--- src/rtl/vmul_pkg.sv ---
package vmul_pkg;
  localparam int DATA_W = 32;
  localparam int HALF_W = 16;
  localparam int RIDX_W = 7;
  localparam int CNT_W  = 4;
  localparam int PROD_W = DATA_W + HALF_W;
  localparam int NSHIFT = 3;
  localparam int SHIFT_STEP = 8;

  typedef enum logic [1:0] {
    OP_MUL  = 2'd0,
    OP_DOT  = 2'd1,
    OP_AXPY = 2'd2
  } op_e;

  typedef enum logic [1:0] {
    SH_0  = 2'd0,
    SH_8  = 2'd1,
    SH_16 = 2'd2
  } shift_e;

  typedef struct packed {
    logic              wide;
    shift_e            shift;
    logic              rnd;
    op_e               op;
    logic [CNT_W-1:0]  cnt;
    logic [RIDX_W-1:0] ra;
    logic [RIDX_W-1:0] rd;
    logic [RIDX_W-1:0] rb;
  } cmd_t;
endpackage

--- src/rtl/vmul_decode.sv ---
module vmul_decode
  import vmul_pkg::*;
(
  input  logic [DATA_W-1:0] instr,
  output cmd_t              cmd,
  output logic              cmd_ok
);
  logic [3:0] fmt;
  logic [1:0] opf;
  logic       fmt_ok;
  logic       op_ok;

  always_comb begin
    fmt        = instr[31:28];
    opf        = instr[22:21];
    fmt_ok     = (fmt[3] == 1'b0) && (fmt[1:0] != 2'b11);
    op_ok      = (opf != 2'b11);
    cmd_ok     = fmt_ok && op_ok;
    cmd.wide   = fmt[2];
    cmd.shift  = shift_e'(fmt[1:0]);
    cmd.rnd    = instr[23];
    cmd.op     = op_e'(opf);
    cmd.cnt    = instr[27:24];
    cmd.ra     = instr[20:14];
    cmd.rd     = instr[13:7];
    cmd.rb     = instr[6:0];
  end
endmodule

--- src/rtl/vmul_lane.sv ---
module vmul_lane
  import vmul_pkg::*;
#(
  parameter int DW = DATA_W,
  parameter int HW = HALF_W,
  parameter int NS = NSHIFT,
  parameter int STEP = SHIFT_STEP,
  localparam int PW = DW + HW
)(
  input  logic [DW-1:0] a_in,
  input  logic [DW-1:0] b_in,
  input  logic [HW-1:0] scale_in,
  input  logic          wide,
  input  shift_e        shift,
  input  logic          rnd,
  input  logic          axpy,
  output logic [DW-1:0] term
);
  logic signed [PW-1:0] xa;
  logic signed [PW-1:0] ys;
  logic signed [PW-1:0] prod;
  logic        [HW-1:0] mult_y;
  logic signed [PW-1:0] shifted [NS];
  logic signed [PW-1:0] picked;

  always_comb begin
    mult_y = axpy ? scale_in : b_in[HW-1:0];
    if (wide) begin
      xa = {{(PW-DW){a_in[DW-1]}}, a_in};
    end else begin
      xa = {{(PW-HW){a_in[HW-1]}}, a_in[HW-1:0]};
    end
    ys   = {{(PW-HW){mult_y[HW-1]}}, mult_y};
    prod = xa * ys;
  end

  for (genvar g = 0; g < NS; g++) begin : g_shift
    localparam int SH = g * STEP;
    if (SH == 0) begin : g_none
      assign shifted[g] = prod;
    end else begin : g_rnd
      logic signed [PW-1:0] biased;
      assign biased     = prod + (rnd ? (PW'(1) <<< (SH - 1)) : PW'(0));
      assign shifted[g] = biased >>> SH;
    end
  end

  always_comb begin
    case (shift)
      SH_8:    picked = shifted[1];
      SH_16:   picked = shifted[2];
      default: picked = shifted[0];
    endcase
    term = picked[DW-1:0] + (axpy ? b_in : '0);
  end
endmodule

--- src/rtl/vmul_seq.sv ---
module vmul_seq
  import vmul_pkg::*;
#(
  parameter int DW = DATA_W,
  parameter int AW = RIDX_W,
  parameter int CW = CNT_W
)(
  input  logic          clk,
  input  logic          rst_n,
  input  logic          start,
  input  cmd_t          cmd,
  input  logic          cmd_ok,
  input  logic [DW-1:0] term,
  output logic          busy,
  output logic          done,
  output logic          wide,
  output shift_e        shift,
  output logic          rnd,
  output op_e           op,
  output logic [AW-1:0] a_idx,
  output logic [AW-1:0] b_idx,
  output logic          wr_en,
  output logic [AW-1:0] wr_addr,
  output logic [DW-1:0] wr_data
);
  logic          busy_q, busy_n;
  logic          done_q, done_n;
  logic [CW-1:0] elem_q, elem_n;
  logic [CW-1:0] cnt_q, cnt_n;
  logic [AW-1:0] a_q, a_n, b_q, b_n, d_q, d_n;
  logic [DW-1:0] acc_q, acc_n;
  logic          wide_q, wide_n, rnd_q, rnd_n;
  shift_e        shift_q, shift_n;
  op_e           op_q, op_n;

  logic          accept;
  logic          last;
  logic          is_dot;
  logic          run_en;
  logic [DW-1:0] sum;
  logic          wr_fire;

  always_comb begin
    accept  = start && !busy_q && cmd_ok;
    last    = busy_q && (elem_q == cnt_q);
    is_dot  = (op_q == OP_DOT);
    sum     = acc_q + term;
    wr_fire = busy_q && (!is_dot || last);
    run_en  = accept || busy_q;
  end

  always_comb begin
    busy_n  = busy_q;
    done_n  = 1'b0;
    elem_n  = elem_q;
    cnt_n   = cnt_q;
    a_n     = a_q;
    b_n     = b_q;
    d_n     = d_q;
    acc_n   = acc_q;
    wide_n  = wide_q;
    rnd_n   = rnd_q;
    shift_n = shift_q;
    op_n    = op_q;
    if (accept) begin
      busy_n  = 1'b1;
      elem_n  = '0;
      cnt_n   = cmd.cnt;
      a_n     = cmd.ra;
      b_n     = cmd.rb;
      d_n     = cmd.rd;
      acc_n   = '0;
      wide_n  = cmd.wide;
      rnd_n   = cmd.rnd;
      shift_n = cmd.shift;
      op_n    = cmd.op;
    end else if (busy_q) begin
      elem_n = elem_q + 1'b1;
      a_n    = a_q + 1'b1;
      b_n    = b_q + 1'b1;
      if (!is_dot) begin
        d_n = d_q + 1'b1;
      end
      acc_n = sum;
      if (last) begin
        busy_n = 1'b0;
        done_n = 1'b1;
      end
    end
  end

  always_ff @(posedge clk or negedge rst_n) begin
    if (!rst_n) begin
      busy_q <= 1'b0;
      done_q <= 1'b0;
    end else begin
      busy_q <= busy_n;
      done_q <= done_n;
    end
  end

  always_ff @(posedge clk or negedge rst_n) begin
    if (!rst_n) begin
      elem_q  <= '0;
      cnt_q   <= '0;
      a_q     <= '0;
      b_q     <= '0;
      d_q     <= '0;
      acc_q   <= '0;
      wide_q  <= 1'b0;
      rnd_q   <= 1'b0;
      shift_q <= SH_0;
      op_q    <= OP_MUL;
    end else if (run_en) begin
      elem_q  <= elem_n;
      cnt_q   <= cnt_n;
      a_q     <= a_n;
      b_q     <= b_n;
      d_q     <= d_n;
      acc_q   <= acc_n;
      wide_q  <= wide_n;
      rnd_q   <= rnd_n;
      shift_q <= shift_n;
      op_q    <= op_n;
    end
  end

  always_comb begin
    busy    = busy_q;
    done    = done_q;
    wide    = wide_q;
    shift   = shift_q;
    rnd     = rnd_q;
    op      = op_q;
    a_idx   = a_q;
    b_idx   = b_q;
    wr_addr = d_q;
    wr_data = is_dot ? sum : term;
    wr_en   = wr_fire && (d_q != '0);
  end

  // the zero register never receives a write
  assert_r0_discard_R9: assert property (@(posedge clk) disable iff (!rst_n)
    wr_en |-> (wr_addr != '0));

  // a dot product writes only in its final element cycle
  assert_dot_single_write_R7: assert property (@(posedge clk) disable iff (!rst_n)
    (busy_q && is_dot && (elem_q != cnt_q)) |-> !wr_en);

  // done follows the final busy cycle
  assert_done_after_run_R6: assert property (@(posedge clk) disable iff (!rst_n)
    done_q |-> (!busy_q && $past(busy_q)));

  // destination steps by one per element for element-wise operations
  assert_dest_step_R6: assert property (@(posedge clk) disable iff (!rst_n)
    (busy_q && $past(busy_q) && !is_dot) |-> (d_q == $past(d_q) + 7'd1));

  // a run in progress keeps its operation and count
  assert_busy_hold_R11: assert property (@(posedge clk) disable iff (!rst_n)
    (busy_q && (elem_q != cnt_q)) |=> (busy_q && $stable(op_q) && $stable(cnt_q)));
endmodule

--- src/rtl/vmul_unit.sv ---
module vmul_unit
  import vmul_pkg::*;
(
  input  logic              clk,
  input  logic              rst_n,
  input  logic              start,
  input  logic [DATA_W-1:0] instr,
  output logic              busy,
  output logic              done,
  output logic [RIDX_W-1:0] rd_a_addr,
  input  logic [DATA_W-1:0] rd_a_data,
  output logic [RIDX_W-1:0] rd_b_addr,
  input  logic [DATA_W-1:0] rd_b_data,
  input  logic [HALF_W-1:0] scale_lo,
  output logic              wr_en,
  output logic [RIDX_W-1:0] wr_addr,
  output logic [DATA_W-1:0] wr_data
);
  logic        rst_meta_q;
  logic        rst_sync_q;
  cmd_t        cmd;
  logic        cmd_ok;
  logic        wide;
  shift_e      shift;
  logic        rnd;
  op_e         op;
  logic [DATA_W-1:0] term;

  always_ff @(posedge clk or negedge rst_n) begin
    if (!rst_n) begin
      rst_meta_q <= 1'b0;
      rst_sync_q <= 1'b0;
    end else begin
      rst_meta_q <= 1'b1;
      rst_sync_q <= rst_meta_q;
    end
  end

  vmul_decode u_decode (
    .instr  (instr),
    .cmd    (cmd),
    .cmd_ok (cmd_ok)
  );

  vmul_seq u_seq (
    .clk     (clk),
    .rst_n   (rst_sync_q),
    .start   (start),
    .cmd     (cmd),
    .cmd_ok  (cmd_ok),
    .term    (term),
    .busy    (busy),
    .done    (done),
    .wide    (wide),
    .shift   (shift),
    .rnd     (rnd),
    .op      (op),
    .a_idx   (rd_a_addr),
    .b_idx   (rd_b_addr),
    .wr_en   (wr_en),
    .wr_addr (wr_addr),
    .wr_data (wr_data)
  );

  vmul_lane u_lane (
    .a_in     (rd_a_data),
    .b_in     (rd_b_data),
    .scale_in (scale_lo),
    .wide     (wide),
    .shift    (shift),
    .rnd      (rnd),
    .axpy     (op == OP_AXPY),
    .term     (term)
  );

  // an illegal encoding offered while idle does not start a run
  assert_illegal_ignored_R10: assert property (@(posedge clk) disable iff (!rst_sync_q)
    (start && !busy && !cmd_ok) |=> !busy);

  // no write strobe outside a run
  assert_idle_quiet_R1: assert property (@(posedge clk) disable iff (!rst_sync_q)
    !busy |-> !wr_en);
endmodule

--- config.mk ---
export PLATFORM = sky130hd
export DESIGN_NAME = vmul_unit
export DESIGN_NICKNAME = d
export VERILOG_FILES = /design/src/rtl/vmul_pkg.sv /design/src/rtl/vmul_decode.sv /design/src/rtl/vmul_lane.sv /design/src/rtl/vmul_seq.sv /design/src/rtl/vmul_unit.sv
export SDC_FILE = /design/constraint.sdc
export NUM_CORES = 2
export LEC_CHECK = 0
export BUFFER_PORTS_ARGS = -buffer_cell sky130_fd_sc_hd__clkbuf_2
export CORE_MARGIN = 1
export CORE_UTILIZATION = 55
export DETAILED_ROUTE_END_ITERATION = 6
export PLACE_DENSITY_LB_ADDON = 0.3
export REMOVE_ABC_BUFFERS = 1
export SLEW_MARGIN = 20
export SYNTH_ARGS = -nofsm -noshare
export SYNTH_HDL_FRONTEND = slang
export SYNTH_SLANG_ARGS = --single-unit
--- constraint.sdc ---
create_clock -name clk -period 19.1 [get_ports clk]
set_clock_uncertainty 0.05 [all_clocks]
set_input_delay 1.91 -clock clk [delete_from_list [all_inputs] [get_ports clk]]
set_output_delay 1.91 -clock clk [all_outputs]
set_load 0.02 [all_outputs]
* Yosys cells after proc, flatten, opt, wreduce, memory -nomap -nowiden *
Index checks and enable logic that the tools add are counted.

word-level totals
  register bits after elaboration = 71
  output and inout port bits = 56
  word-level logic and storage cells = 72

cells by class
  add/sub/neg operators = 8
  multipliers = 1
  equality and inequality tests = 8
  multiplexer cells = 24
  bitwise operators = 1
  reductions and logical operators = 16

operator list
  cell                   count
  $mux W32               4
  $add A32 B32 Y32       2
  $pmux W32 S2           1
  $mux W7                7
  $add A48 B17 Y48       1
  $mul A48 B16 Y48       1
  $mux W48               1
  $add A40 B9 Y40        1
  $mux W16               2
  $add A7 B1 Y7 const B  3
  $mux W4                2
  $mux W8                1
  $logic_and A1 B1 Y1    7
  $reduce_bool A7 Y1     1
  $mux W1                6
  $add A4 B1 Y4 const B  1
  $eq A2 B1 Y1 const B   2
  $eq A2 B2 Y1 const B   2
  $eq A4 B4 Y1           1
  $ne A2 B2 Y1 const B   2
  $reduce_and A2 Y1      2
  $reduce_and A3 Y1      1
  $logic_not A1 Y1       2
  $logic_or A1 B1 Y1     2
  other kinds (3)        3

* Longest topological paths before layout *
  word-level depth = 9
  mapped depth = 60
  depth with buffers taken out = 58

* Modules after synthesis *
A second synthesis with hierarchy kept.

second synthesis, totals
  cells, all modules = 3,365
  area, all modules = 27,418.8 um2

modules (own cells, without submodules)
  module       instances  cells each  area each (um2)  sequential area each (um2)
  vmul_lane    1          2,712       22,108.7         0.0
  vmul_seq     1          617         4,994.8          1,726.7
  vmul_decode  1          32          247.7            0.0
  vmul_unit    1          4           67.6             50.0

* Worst setup path before layout *
OpenSTA, ideal clock, no wires.

  path kind = input to output
  from = input port rd_a_data[15]
  to = output port wr_data[31]
  arrival time = 13,033 ps
  data required time = 17,140 ps
  setup slack = 4,107 ps
  cell stages on the path = 55
  cell sequence = clkbuf_1 > nand2b_1 > clkbuf_1 > nand2_1 > clkbuf_1 > nand2_1 > fa_1 > fa_1 > fa_1 > inv_1 > fa_1 > fa_1 > inv_1 > fa_1 > inv_1 > ha_1 > buf_2 > a2111oi_0 > (+19 left out) > a21o_1 > a21oi_1 > xnor2_1 > ha_1 > o21ai_0 > nand2b_1 > a211o_1 > o211ai_1 > a211oi_1 > o311ai_0 > a21oi_1 > a2111oi_0 > o21bai_1 > a41o_1 > a21oi_1 > xnor2_1 > nand2_1 > xor2_1

on the way
  word-level cells in the longest chain between the ends = 7

RTL lines
  element                                                     line             text
  from (decl)                                                 vmul_unit.sv:11  input logic [DATA_W-1:0] rd_a_data,
  $mux W48 *                                                  vmul_lane.sv:28  if (wide) begin
  $mul A48 B16 Y48 *                                          vmul_lane.sv:34  prod = xa * ys;
  $add A48 B17 Y48 / $add A40 B9 Y40 (equally long branches)  vmul_lane.sv:43  assign biased = prod + (rnd ? (PW'(1) <<< (SH - 1)) : PW'(0));
  $pmux W32 S2 *                                              vmul_lane.sv:49  case (shift)
  $add A32 B32 Y32 *                                          vmul_lane.sv:54  term = picked[DW-1:0] + (axpy ? b_in : '0);
  $add A32 B32 Y32                                            vmul_seq.sv:47   sum = acc_q + term;
  $mux W32 *                                                  vmul_seq.sv:138  wr_data = is_dot ? sum : term;
  to (decl)                                                   vmul_unit.sv:17  output logic [DATA_W-1:0] wr_data

Mark *: on every way between the ends. The rest lies on a longest branch, timed or not.

* Worst setup path in the final report *
Ends and elaborated chain as after synthesis.

==> flow_metrics.py <==
metrics = {
    "floorplan": {
        "die_w_um": 223.0,
        "fp.coreArea_um2": 47950,
        "die_area_um2": 49730,
        "fp-row-count": 80,
        "io_pins": 171,
        "initial_utilization_pct": 56.03,
        "die_h_um": 223.0,
    },
    "route": {
        "vias": 22720,
        "drt-pass1-iter-count": 5,
        "final_antenna_net_count": 0,
        "wirelength_mm": 71.76,
        "drt_iter0_markers": 1758,
        "drc": 0,
        "wire_per_inst_um": 17.92,
        "viasPerCell": 5.672,
    },
    "grt": {
        "grt_remaining_overflow": 0,
        "grt_pass1_vias": 23350,
        "antenna_found_initial": 1,
        "grt_pass1_wl_mm": 120.5,
        "track_usage_pct": 30.37,
        "grt_max_degree": 66,
    },
    "layout": {
        "nets": 4175,
        "utilization_pct": 59.22,
        "multiInputGateArea_um2": 22310,
        "ff_latch_area_um2": 1779,
        "area_delta_synth_final_pct": 5.691,
        "layout-drive-gt1-share_pct": 7.817,
        "fillers": 4383,
        "antenna_cells": 0,
        "finalInstanceArea_um2": 28390,
    },
    "place": {
        "place_ws_ns": 2.383,
        "gp_congestion": 1.003,
        "dpl-instance-area_um2": 28100,
        "hpwlAfterDp_mm": 59.53,
        "portBuffers": 170,
    },
    "critical_path": {
        "cp.depth": 50,
        "cp_common_cell": "nand2_1",
        "worstPathArrival_ns": 15.14,
        "worstPathMaxFanout": 18,
        "slowest_delay_ns": 0.56,
        "path_buf_inv": 7,
        "crit_required_ns": 17.14,
        "end_kind": "output pin",
        "cp-start-kind": "input port",
        "crit_slowest_cell": "nand2_1",
        "worstRegToRegCells": 55,
        "cp_top_family": "compound AO/OA/AOI/OAI gates",
        "worstSetupPathType": "input port to output pin",
    },
    "timing": {
        "fin_setup_tns_ns": 0,
        "tightestPinTransition_ns": 0.8885,
        "hold_viol_final": 0,
        "setup_viol": 0,
        "rsz0062_at_grt": "false",
        "fin_crit_sh_pct": 89.51,
        "fin_crit_ns": 17.10,
        "slew_headroom_pct": 39.07,
        "max_freq_ghz": 0.05849,
        "worst_slack_ns": 2.004,
        "finalMaxSlewViolations": 0,
    },
    "clock_network": {
        "clockRootBuffer": "clkbuf_16",
        "cts.reportedPaths.clkPinSlew_ns": 0.06,
        "cts_inserted_buffers": 9,
        "numClockSinks": 71,
        "htree_levels": 3,
        "clockBufferDepth": 2,
        "cts_resized": 0,
        "cts_setup_buffers": 0,
        "cts_tree": "done",
        "clock_latency_ns": 0.34,
        "ctsHoldBuffers": 0,
    },
    "synthesis": {
        "yosys_warnings": 0,
        "synth_edf_count": 0,
        "syn_area_um2": 26860,
        "synth_flop_cell": "dfrtp_1",
        "syn_inst": 3327,
        "yosysSeqAreaShare_pct": 6.614,
        "synthArstFlopShare_pct": 100.0,
        "synth-seq-cells": 71,
        "synth_cell_type_count": 87,
        "synth_area_per_cell_um2": 8.075,
    },
    "job": {
        "maxCapViolCount": 0,
    },
    "hold_path": {
        "worstHoldPathType": "flop to asynchronous set/reset pin",
    },
    "run_status": {
        "outcome": "complete, no violations",
    },
}
-- layer usage --
metal	vias up	track usage, %	part of all wire [%]	routed length (um)
met4	0	11.88	4.1	2944
met2	836	49.42	47	33380
met5	-	0	0	0
met1	11190	41.05	42	30290
li1	10540	-	-	-
met3	145	4.359	7.2	5149
-- worst paths after layout --
path                               startpoint               to  slack (ns)
worst max-delay path            rd_a_data[15]      wr_data[31]        2.00
worst min register to register     rst_sync_q       u_seq.done        0.02
worst max register to register    u_seq.op[0]  u_seq.acc_q[31]        4.44
worst min-delay path               rst_sync_q       u_seq.done        0.02
min in group clk                   rst_meta_q       rst_sync_q        0.31
max in group asynchronous               rst_n       rst_sync_q       17.61
-- cell usage in the layout, fill, tap and decap left out, types with 9 or more instances in the layout --
master / n
a21o_1: 43
nor2_1: 206
o211ai_1: 12
and3_1: 16
o21ai_0: 128
nor2b_1: 26
xor2_1: 51
o21a_1: 14
nand4_1: 26
and2_1: 142
nand2_1: 595
nand3_1: 32
xnor2_1: 98
nor3_1: 38
o21bai_1: 10
a211oi_1: 15
fa_1: 488
dfrtp_1: 69
clkbuf_16: 9
a21oi_1: 140
nand2b_1: 13
mux2i_1: 27
clkbuf_2: 170
mux2_2: 19
a31oi_1: 16
ha_1: 186
buf_4: 20
inv_1: 600
-- synth_stat cells (8+ instances only) --
cell type	n	area share (%)
a21boi_0	8	0.22
xnor2_1	98	3.2
nand3_1	32	0.60
nor2b_1	29	0.68
inv_1	600	8.4
o21a_1	14	0.39
nor3_1	38	0.71
buf_1	11	0.15
nand2b_1	13	0.30
a21oi_1	140	2.6
nor2_1	206	2.9
nand2_1	595	8.3
nand4_1	26	0.61
fa_1	488	36
o21ai_0	128	2.4
buf_2	9	0.17
or2_2	8	0.19
o211ai_1	12	0.34
or3_1	8	0.19
o22ai_1	8	0.19
dfrtp_1	71	6.6
o21bai_1	10	0.28
a21o_1	43	1.2
and3_1	17	0.40
a31oi_1	16	0.37
mux2_2	19	0.80
a22o_1	8	0.26
clkbuf_1	120	1.7
mux2i_1	28	1.0
xor2_1	51	1.7
a211oi_1	15	0.42
and2_1	142	3.3
o31ai_1	8	0.22
ha_1	187	8.7
-- flip-flops by register name, summed over array words and instances, names as in the netlist, 2 cells and up --
name / cells
u_seq.acc_q: 32
u_seq.wr_addr: 7
u_seq.b_idx: 7
u_seq.elem_q: 4
u_seq.a_idx: 7
u_seq.op: 2
u_seq.shift: 2
u_seq.cnt_q: 4
-- final cells by class --
class | instances | share of cell area, %
timing repair buffer | 190 | 3.525
clock buffer | 9 | 0.7932
clock inverter | 7 | 0.2159
inverter | 600 | 7.932
multi-input combinational | 2513 | 78.56
tap | 615 | 2.710
sequential | 71 | 6.266
-- kinds of logic after synthesis --
| logic type | share of synthesized area, % |
|---|---|
| simple gates | 19.44 |
| buf+inv | 10.47 |
| fa+ha+maj | 45.07 |
| compound gates | 11.64 |
| xor+xnor | 4.918 |
| flops | 6.614 |
| mux | 1.840 |
| other cells | 0.01396 |
-- metrics by stage --
stage | instances | hold slack (ns)
2_1_floorplan | 3184 | 0.2812
3_3_place_gp | 3989 | 0.01138
3_5_place_dp | 3989 | 0.01525
4_1_cts | 4005 | 0.02125
5_1_grt | 4005 | 0.03445
6_report | 4005 | 0.01955
Power is left out: the tool's default activity adds up to more than one toggle a clock period on the data nets, which glitch-free logic cannot reach.
